## src/rtl/srm_pkg.sv

```systemverilog
package srm_pkg;

    localparam int unsigned NCHIP   = 9;
    localparam int unsigned CHIP_W  = 4;
    localparam int unsigned POS_W   = 3;
    localparam int unsigned CNT_W   = 4;
    localparam int unsigned ORDER_W = NCHIP * CHIP_W;

    typedef logic [CHIP_W-1:0] chip_t;
    typedef logic [NCHIP-1:0]  cmask_t;

    typedef enum logic [1:0] {
        POL_FIXED   = 2'd0,
        POL_ALT     = 2'd1,
        POL_GROUPED = 2'd2,
        POL_SPARE   = 2'd3
    } policy_e;

    // A walk around the nine chips: direction and first chip.
    typedef struct packed {
        logic  down;
        chip_t start;
    } walk_t;

    // Grouped placement: ascending walks may shift by one chip against the
    // preceding descending walk and still keep every prefix pair disjoint.
    function automatic walk_t grouped_walk(input logic [POS_W-1:0] pos);
        walk_t w;
        case (pos)
            3'd0:    w = '{down: 1'b0, start: 4'd0};
            3'd1:    w = '{down: 1'b1, start: 4'd8};
            3'd2:    w = '{down: 1'b0, start: 4'd1};
            3'd3:    w = '{down: 1'b1, start: 4'd0};
            3'd4:    w = '{down: 1'b0, start: 4'd1};
            3'd5:    w = '{down: 1'b1, start: 4'd8};
            3'd6:    w = '{down: 1'b0, start: 4'd0};
            default: w = '{down: 1'b1, start: 4'd7};
        endcase
        return w;
    endfunction

    function automatic chip_t add_mod9(input chip_t a, input chip_t b);
        logic [4:0] s;
        s = {1'b0, a} + {1'b0, b};
        if (s >= 5'd9) s = s - 5'd9;
        return s[CHIP_W-1:0];
    endfunction

    function automatic chip_t walk_step(input walk_t w, input int unsigned k);
        chip_t off;
        if (w.down) off = (k == 0) ? 4'd0 : 4'(NCHIP - k);
        else        off = 4'(k);
        return add_mod9(w.start, off);
    endfunction

    function automatic cmask_t walk_prefix(input walk_t w, input int unsigned m);
        cmask_t msk;
        msk = '0;
        for (int unsigned k = 0; k < NCHIP; k++)
            if (k < m) msk[walk_step(w, k)] = 1'b1;
        return msk;
    endfunction

endpackage

```

## src/rtl/srm_order_gen.sv

```systemverilog
module srm_order_gen
    import srm_pkg::*;
(
    input  logic [1:0]         policy,
    input  logic [POS_W-1:0]   line_pos,
    input  logic [CHIP_W-1:0]  rot,
    output logic [ORDER_W-1:0] order_flat
);

    walk_t w;
    chip_t rot_eff;

    always_comb begin
        rot_eff = (rot >= 4'(NCHIP)) ? rot - 4'(NCHIP) : rot;
        case (policy_e'(policy))
            POL_ALT:     w = line_pos[0] ? '{down: 1'b0, start: 4'd0}
                                         : '{down: 1'b1, start: 4'd8};
            POL_GROUPED: w = grouped_walk(line_pos);
            default:     w = '{down: 1'b0, start: 4'd0};
        endcase
    end

    for (genvar k = 0; k < NCHIP; k++) begin : g_entry
        assign order_flat[k*CHIP_W +: CHIP_W] = add_mod9(walk_step(w, k), rot_eff);
    end

    // Elaboration-time self-check of the grouped placement table.
    initial begin
        for (int p = 0; p < 8; p++) begin
            AST_PERM_FULL: assert (walk_prefix(grouped_walk(3'(p)), NCHIP) == '1)
                else $error("grouped row %0d is not a permutation", p);
            for (int m = 1; m < 8; m += 2) begin
                AST_PERM_COMPAT: assert ((walk_prefix(grouped_walk(3'(p)), m) &
                        walk_prefix(grouped_walk(3'((p + 1) % 8)), 8 - m)) == '0)
                    else $error("grouped rows %0d/%0d clash at m=%0d", p, (p + 1) % 8, m);
            end
        end
    end

endmodule

```

## src/rtl/srm_mask_build.sv

```systemverilog
module srm_mask_build
    import srm_pkg::*;
(
    input  logic [ORDER_W-1:0] order_flat,
    input  logic [CNT_W-1:0]   cnt,
    output logic [NCHIP-1:0]   mask,
    output logic [CNT_W-1:0]   n_used,
    output logic [CHIP_W-1:0]  first_chip
);

    always_comb begin
        n_used = (cnt == '0 || cnt > CNT_W'(NCHIP)) ? CNT_W'(NCHIP) : cnt;
        mask   = '0;
        for (int unsigned k = 0; k < NCHIP; k++)
            if (k < 32'(n_used)) mask[order_flat[k*CHIP_W +: CHIP_W]] = 1'b1;
        first_chip = order_flat[CHIP_W-1:0];
    end

endmodule

```

## src/rtl/srm_lane.sv

```systemverilog
module srm_lane
    import srm_pkg::*;
(
    input  logic               clk,
    input  logic               rst,
    input  logic               in_valid,
    input  logic [POS_W-1:0]   in_pos,
    input  logic [CNT_W-1:0]   in_cnt,
    input  logic               in_write,
    input  logic [1:0]         policy,
    input  logic [CHIP_W-1:0]  rot,
    output logic               out_valid,
    output logic [NCHIP-1:0]   col_mask,
    output logic [NCHIP-1:0]   act_mask,
    output logic [ORDER_W-1:0] order,
    output logic [CHIP_W-1:0]  meta_chip,
    output logic [CNT_W-1:0]   n_micro,
    output logic               col_write,
    output logic [NCHIP-1:0]   next_mask
);

    logic [ORDER_W-1:0] order_c;
    logic [NCHIP-1:0]   mask_c;
    logic [CNT_W-1:0]   n_c;
    logic [CHIP_W-1:0]  first_c;

    srm_order_gen u_gen (
        .policy     (policy),
        .line_pos   (in_pos),
        .rot        (rot),
        .order_flat (order_c)
    );

    srm_mask_build u_mask (
        .order_flat (order_c),
        .cnt        (in_cnt),
        .mask       (mask_c),
        .n_used     (n_c),
        .first_chip (first_c)
    );

    assign next_mask = in_valid ? mask_c : '0;

    always_ff @(posedge clk) begin
        if (rst) begin
            out_valid <= 1'b0;
            col_mask  <= '0;
            act_mask  <= '0;
            order     <= '0;
            meta_chip <= '0;
            n_micro   <= '0;
            col_write <= 1'b0;
        end else if (in_valid) begin
            out_valid <= 1'b1;
            col_mask  <= mask_c;
            act_mask  <= '1;
            order     <= order_c;
            meta_chip <= first_c;
            n_micro   <= n_c;
            col_write <= in_write;
        end else begin
            out_valid <= 1'b0;
            col_mask  <= '0;
            act_mask  <= '0;
            n_micro   <= '0;
            col_write <= 1'b0;
        end
    end

    AST_LATENCY: assert property (@(posedge clk) disable iff (rst)
        in_valid |=> out_valid);
    AST_IDLE_CLEAR: assert property (@(posedge clk) disable iff (rst)
        !in_valid |=> (!out_valid && col_mask == '0 && act_mask == '0));
    AST_CNT_EXACT: assert property (@(posedge clk) disable iff (rst)
        (in_valid && in_cnt != '0 && in_cnt <= CNT_W'(NCHIP))
        |=> ($countones(col_mask) == 32'($past(in_cnt))));
    AST_CNT_CLAMP: assert property (@(posedge clk) disable iff (rst)
        (in_valid && (in_cnt == '0 || in_cnt > CNT_W'(NCHIP))) |=> (col_mask == '1));
    AST_META_IN_MASK: assert property (@(posedge clk) disable iff (rst)
        out_valid |-> (((col_mask >> meta_chip) & 9'd1) != '0));
    AST_ACT_ALL: assert property (@(posedge clk) disable iff (rst)
        out_valid |-> (act_mask == '1));
    AST_WRITE_FOLLOW: assert property (@(posedge clk) disable iff (rst)
        in_valid |=> (col_write == $past(in_write)));

endmodule

```

## src/rtl/srm_chip_mapper.sv

```systemverilog
module srm_chip_mapper
    import srm_pkg::*;
(
    input  logic                clk,
    input  logic                rst,
    input  logic [1:0]          policy,
    input  logic [3:0]          rot,
    input  logic                a_valid,
    input  logic [2:0]          a_line_pos,
    input  logic [3:0]          a_cnt,
    input  logic                a_write,
    input  logic                b_valid,
    input  logic [2:0]          b_line_pos,
    input  logic [3:0]          b_cnt,
    input  logic                b_write,
    output logic                a_out_valid,
    output logic [8:0]          a_col_mask,
    output logic [8:0]          a_act_mask,
    output logic [35:0]         a_order,
    output logic [3:0]          a_meta_chip,
    output logic [3:0]          a_n_micro,
    output logic                a_col_write,
    output logic                b_out_valid,
    output logic [8:0]          b_col_mask,
    output logic [8:0]          b_act_mask,
    output logic [35:0]         b_order,
    output logic [3:0]          b_meta_chip,
    output logic [3:0]          b_n_micro,
    output logic                b_col_write,
    output logic                pair_disjoint
);

    localparam int unsigned NLANE = 2;

    logic               l_valid [NLANE];
    logic [POS_W-1:0]   l_pos   [NLANE];
    logic [CNT_W-1:0]   l_cnt   [NLANE];
    logic               l_write [NLANE];
    logic               o_valid [NLANE];
    logic [NCHIP-1:0]   o_col   [NLANE];
    logic [NCHIP-1:0]   o_act   [NLANE];
    logic [ORDER_W-1:0] o_order [NLANE];
    logic [CHIP_W-1:0]  o_meta  [NLANE];
    logic [CNT_W-1:0]   o_n     [NLANE];
    logic               o_wr    [NLANE];
    logic [NCHIP-1:0]   nx_mask [NLANE];

    assign l_valid[0] = a_valid;  assign l_valid[1] = b_valid;
    assign l_pos[0]   = a_line_pos; assign l_pos[1] = b_line_pos;
    assign l_cnt[0]   = a_cnt;    assign l_cnt[1]   = b_cnt;
    assign l_write[0] = a_write;  assign l_write[1] = b_write;

    for (genvar g = 0; g < NLANE; g++) begin : g_lane
        srm_lane u_lane (
            .clk       (clk),
            .rst       (rst),
            .in_valid  (l_valid[g]),
            .in_pos    (l_pos[g]),
            .in_cnt    (l_cnt[g]),
            .in_write  (l_write[g]),
            .policy    (policy),
            .rot       (rot),
            .out_valid (o_valid[g]),
            .col_mask  (o_col[g]),
            .act_mask  (o_act[g]),
            .order     (o_order[g]),
            .meta_chip (o_meta[g]),
            .n_micro   (o_n[g]),
            .col_write (o_wr[g]),
            .next_mask (nx_mask[g])
        );
    end

    always_ff @(posedge clk) begin
        if (rst) pair_disjoint <= 1'b0;
        else     pair_disjoint <= a_valid && b_valid && ((nx_mask[0] & nx_mask[1]) == '0);
    end

    assign a_out_valid = o_valid[0]; assign b_out_valid = o_valid[1];
    assign a_col_mask  = o_col[0];   assign b_col_mask  = o_col[1];
    assign a_act_mask  = o_act[0];   assign b_act_mask  = o_act[1];
    assign a_order     = o_order[0]; assign b_order     = o_order[1];
    assign a_meta_chip = o_meta[0];  assign b_meta_chip = o_meta[1];
    assign a_n_micro   = o_n[0];     assign b_n_micro   = o_n[1];
    assign a_col_write = o_wr[0];    assign b_col_write = o_wr[1];

    AST_DISJ_NEEDS_BOTH: assert property (@(posedge clk) disable iff (rst)
        pair_disjoint |-> (a_out_valid && b_out_valid));
    AST_DISJ_NO_SHARE: assert property (@(posedge clk) disable iff (rst)
        pair_disjoint |-> ((a_col_mask & b_col_mask) == '0));

endmodule

```

## config.mk

```make
export PLATFORM = sky130hd
export DESIGN_NAME = srm_chip_mapper
export DESIGN_NICKNAME = d
export VERILOG_FILES = /design/src/rtl/srm_pkg.sv /design/src/rtl/srm_order_gen.sv /design/src/rtl/srm_mask_build.sv /design/src/rtl/srm_lane.sv /design/src/rtl/srm_chip_mapper.sv
export SDC_FILE = /design/constraint.sdc
export NUM_CORES = 1
export LEC_CHECK = 0
export BUFFER_PORTS_ARGS = -buffer_cell sky130_fd_sc_hd__buf_2
export CAP_MARGIN = 10
export CORE_UTILIZATION = 65
export CTS_CLUSTER_SIZE = 12
export DETAILED_ROUTE_END_ITERATION = 12
export GPL_ROUTABILITY_DRIVEN = 1
export PLACE_DENSITY_LB_ADDON = 0.15
export RECOVER_POWER = 50
export SYNTH_ARGS = -nofsm -noshare
export SYNTH_HDL_FRONTEND = slang
export SYNTH_HIERARCHICAL = 1
export SYNTH_SLANG_ARGS = --single-unit
```

## constraint.sdc

```tcl
create_clock -name clk -period 13.3 [get_ports clk]
set_input_delay 1.995 -clock clk [delete_from_list [all_inputs] [get_ports clk]]
set_output_delay 1.995 -clock clk [all_outputs]
set_load 0.01 [all_outputs]
```

==> metrics.txt <==
outcome completed; period utilization 66.65%; number of global-route vias before repair 10690; Root Buffer clkbuf_16; first-pass GRT wire length 54320 um; maximum vdd ir drop 0.0001038 V; Max clock buf depth 2; Synth Area in Adders 18.90%; Nets 1913; final instance area 0.01410 mm2; DR vias/cell 6.076; crit-path max FO 20; Post-synth EDFFs 0; Layout Skew 0 ps; # hold bufs at CTS 0; MaxCap Viol Count 0; Hold WC Path Type reg -> reg; Total Routing Usage GR 32.82%; CTS resizes 0; Min Clock Period, post-route 8864 ps; proportion of synthesized area in mux cells 10.94%; total grt overflow 0; final core occ 71.49%; TritonCTS Buffers 9; Slowest cell on crit path ha_1; FF-to-FF End g_lane[0].u_lane/order[19]; flop2flop setup slack 12600 ps; Hold Violations, Final 0; max_slew headroom 29.00%; post-CTS setup buffers 0; row cnt 51; DRC violations left 0; drt first-iter violations 1075; Worst-Margin Slew 1058 ps; Reg2Reg Launch Point g_lane[0].u_lane/order[19]; Yosys top cell by area dfxtp_1; synth top area cells dfxtp_1, ha_1, mux2i_1, nor2_1, xnor2_1; Leak 6.361 nW; worst reg-to-reg path cell count 2; routability congestion estimate from global placement 0.9799; H-tree levels 3; unrepaired setup endpoints after global routing false; fraction of synthesized cell area in xor and xnor cells 6.386%; Cell Area, Synth 0.01327 mm2; die area 0.02098 mm2; clock sink count 111; min-delay src g_lane[1].u_lane/order[2]; ANT nets after route 0; Layout area overhead 6.263%; CTS tree yes; clock-pin slew on the worst setup and hold paths 80 ps; Initial Utilization 67.28%; setup violators final 0; Post-Syn Instances 1592; crit path DAT 9140 ps; core area 0.01972 mm2; Synthesis Warnings 6; Hold EP g_lane[1].u_lane/order[2]; I/O pin cnt 155; Hold Path Depth 2; commonest cells after routing, fill and taps aside nor2_1, ha_1, clkbuf_1; clock latency of the later-clocked register in the worst-skew pair 350 ps; Netlist cell types 93; initial antenna violation count 0; syn_area_per_cell 8.332 um2; largest family of logic cells by synthesized area simple AND/OR/NAND/NOR gates; post-detail-place hpwl 27260 um; layout cells sized above 1 8.265%; most frequently used flop master after synthesis dfxtp_1; Pwr per Cell Area 147.5 mW/mm2; Synth Area in Compound Gates 16.27%; wire per inst 17.65 um; via count 11980; share of the synthesized area in the top cell type 16.75%; I/O Buffers 154; Die X 144.9 um; commonest non-fill, non-tap cell in the layout nor2_1; Die H 144.9 um; Crit path top cell by count ha_1; simple-gate share of the synthesized area 23.82%; post-synthesis sequential area ratio 16.75%; max incr delay on CP 680 ps; Achievable Freq 0.1128 GHz; CP required 13580 ps; setup TNS 0 ps; Setup crit end kind flop; CP Class in -> reg; Pre-antenna DRT Iters 6; Async SR Flop Fraction 0%; synthesized net count 1804; Setup crit start kind primary input; largest net degree at the start of global routing 98; Final Max Slew Viols 0; Yosys reg bits 111; final WL 34810 um; placed cell area 0.01394 mm2
==> report_power, final <==
part           internal [W]  switching (W)
sequential         0.000398      0.0000327
combinational      0.000516       0.000853
clock              0.000149       0.000132
==> stage by stage <==
stage,hold slack [ps],power (W),worst slack [ps],std cells
after floorplan,531.2,0.001417,5614,1592
after global placement,469.0,0.001759,4601,1955
after detailed placement,477.6,0.001775,4239,1955
after CTS,497.4,0.002063,4560,1971
after global routing,522.2,0.002218,3877,1971
final,497.1,0.002080,4436,1972
==> final cells by class <==
| type | count | area (um2) |
|---|---|---|
| inverters | 109 | 409.1 |
| well taps | 265 | 331.6 |
| repair buffers | 164 | 695.7 |
| flip-flops and latches | 111 | 2222 |
| diodes | 1 | 2.502 |
| multi-input cells | 1306 | 10130 |
| clock inverters | 7 | 78.83 |
| clock buffers | 9 | 225.2 |
| fillers | 1637 | 5622 |
==> worst max-delay path, delay by kind of cell <==
| family | cells | cell delay (ps) |
|---|---|---|
| compound gates | 4 | 1230 |
| buf+inv | 4 | 710 |
| xor+xnor | 2 | 360 |
| simple gates | 10 | 2230 |
| mux | 1 | 600 |
| fa+ha+maj | 5 | 1990 |
==> registers in the layout (all words and copies together) (netlist names) <==
signal,cells
g_lane.u_lane/order,72
g_lane.u_lane/col_mask,18
g_lane.u_lane/meta_chip,8
g_lane.u_lane/n_micro,8
g_lane.u_lane/act_mask,2
g_lane.u_lane/col_write,2
pair_disjoint,1
==> per-layer routing <==
metal | vias to the layer above | share of wire (%) | track usage, %
met1 | 5641 | 49 | 47.59
met3 | 53 | 6.3 | 3.620
li1 | 5843 | - | -
met2 | 445 | 43 | 51.67
met4 | 0 | 1.7 | 7.812
met5 | - | 0 | 0
==> cells by family (layout without fill, tap and decap cells) <==
kind of cell    Yosys count  in the layout
simple gates            578            578
compound gates          305            305
fa+ha+maj               186            186
buf+inv                 175            289
mux                     140            140
flops                   111            111
xor+xnor                 95             95
other cells               2              3
==> synthesized netlist by cell type, drive strengths merged (7+ instances only) <==
cell and instances:
ha 162, buf 59, a31oi 25, mux2i 106
nand2b 42, nor2 166, inv 107, o21ai 60
nor2b 51, o21a 13, nand4 22, nor4 18
nand3 17, xnor2 71, a22oi 12, mux2 34
fa 24, o211ai 7, nor3b 28, nand3b 7
o22ai 17, a21o 32, nand4b 9, o31ai 9
clkbuf 7, o2bb2ai 14, nor3 43, xor2 24
nand2 86, a21oi 74, dfxtp 111, a211oi 7
nor4b 9, and2 43
==> how the worst max path moves through the flow <==
| stage | from | end | slack [ps] | cells after the start |
|---|---|---|---|---|
| global route | policy[0] | pair_disjoint | 3880 | 26 |
| detailed placement | policy[0] | pair_disjoint | 4240 | 26 |
| floorplan | policy[0] | pair_disjoint | 5610 | 26 |
| global placement | policy[0] | pair_disjoint | 4600 | 25 |
| CTS | policy[0] | pair_disjoint | 4560 | 26 |
| finish | policy[0] | pair_disjoint | 4440 | 26 |
Power figures use the tool's default switching activity.
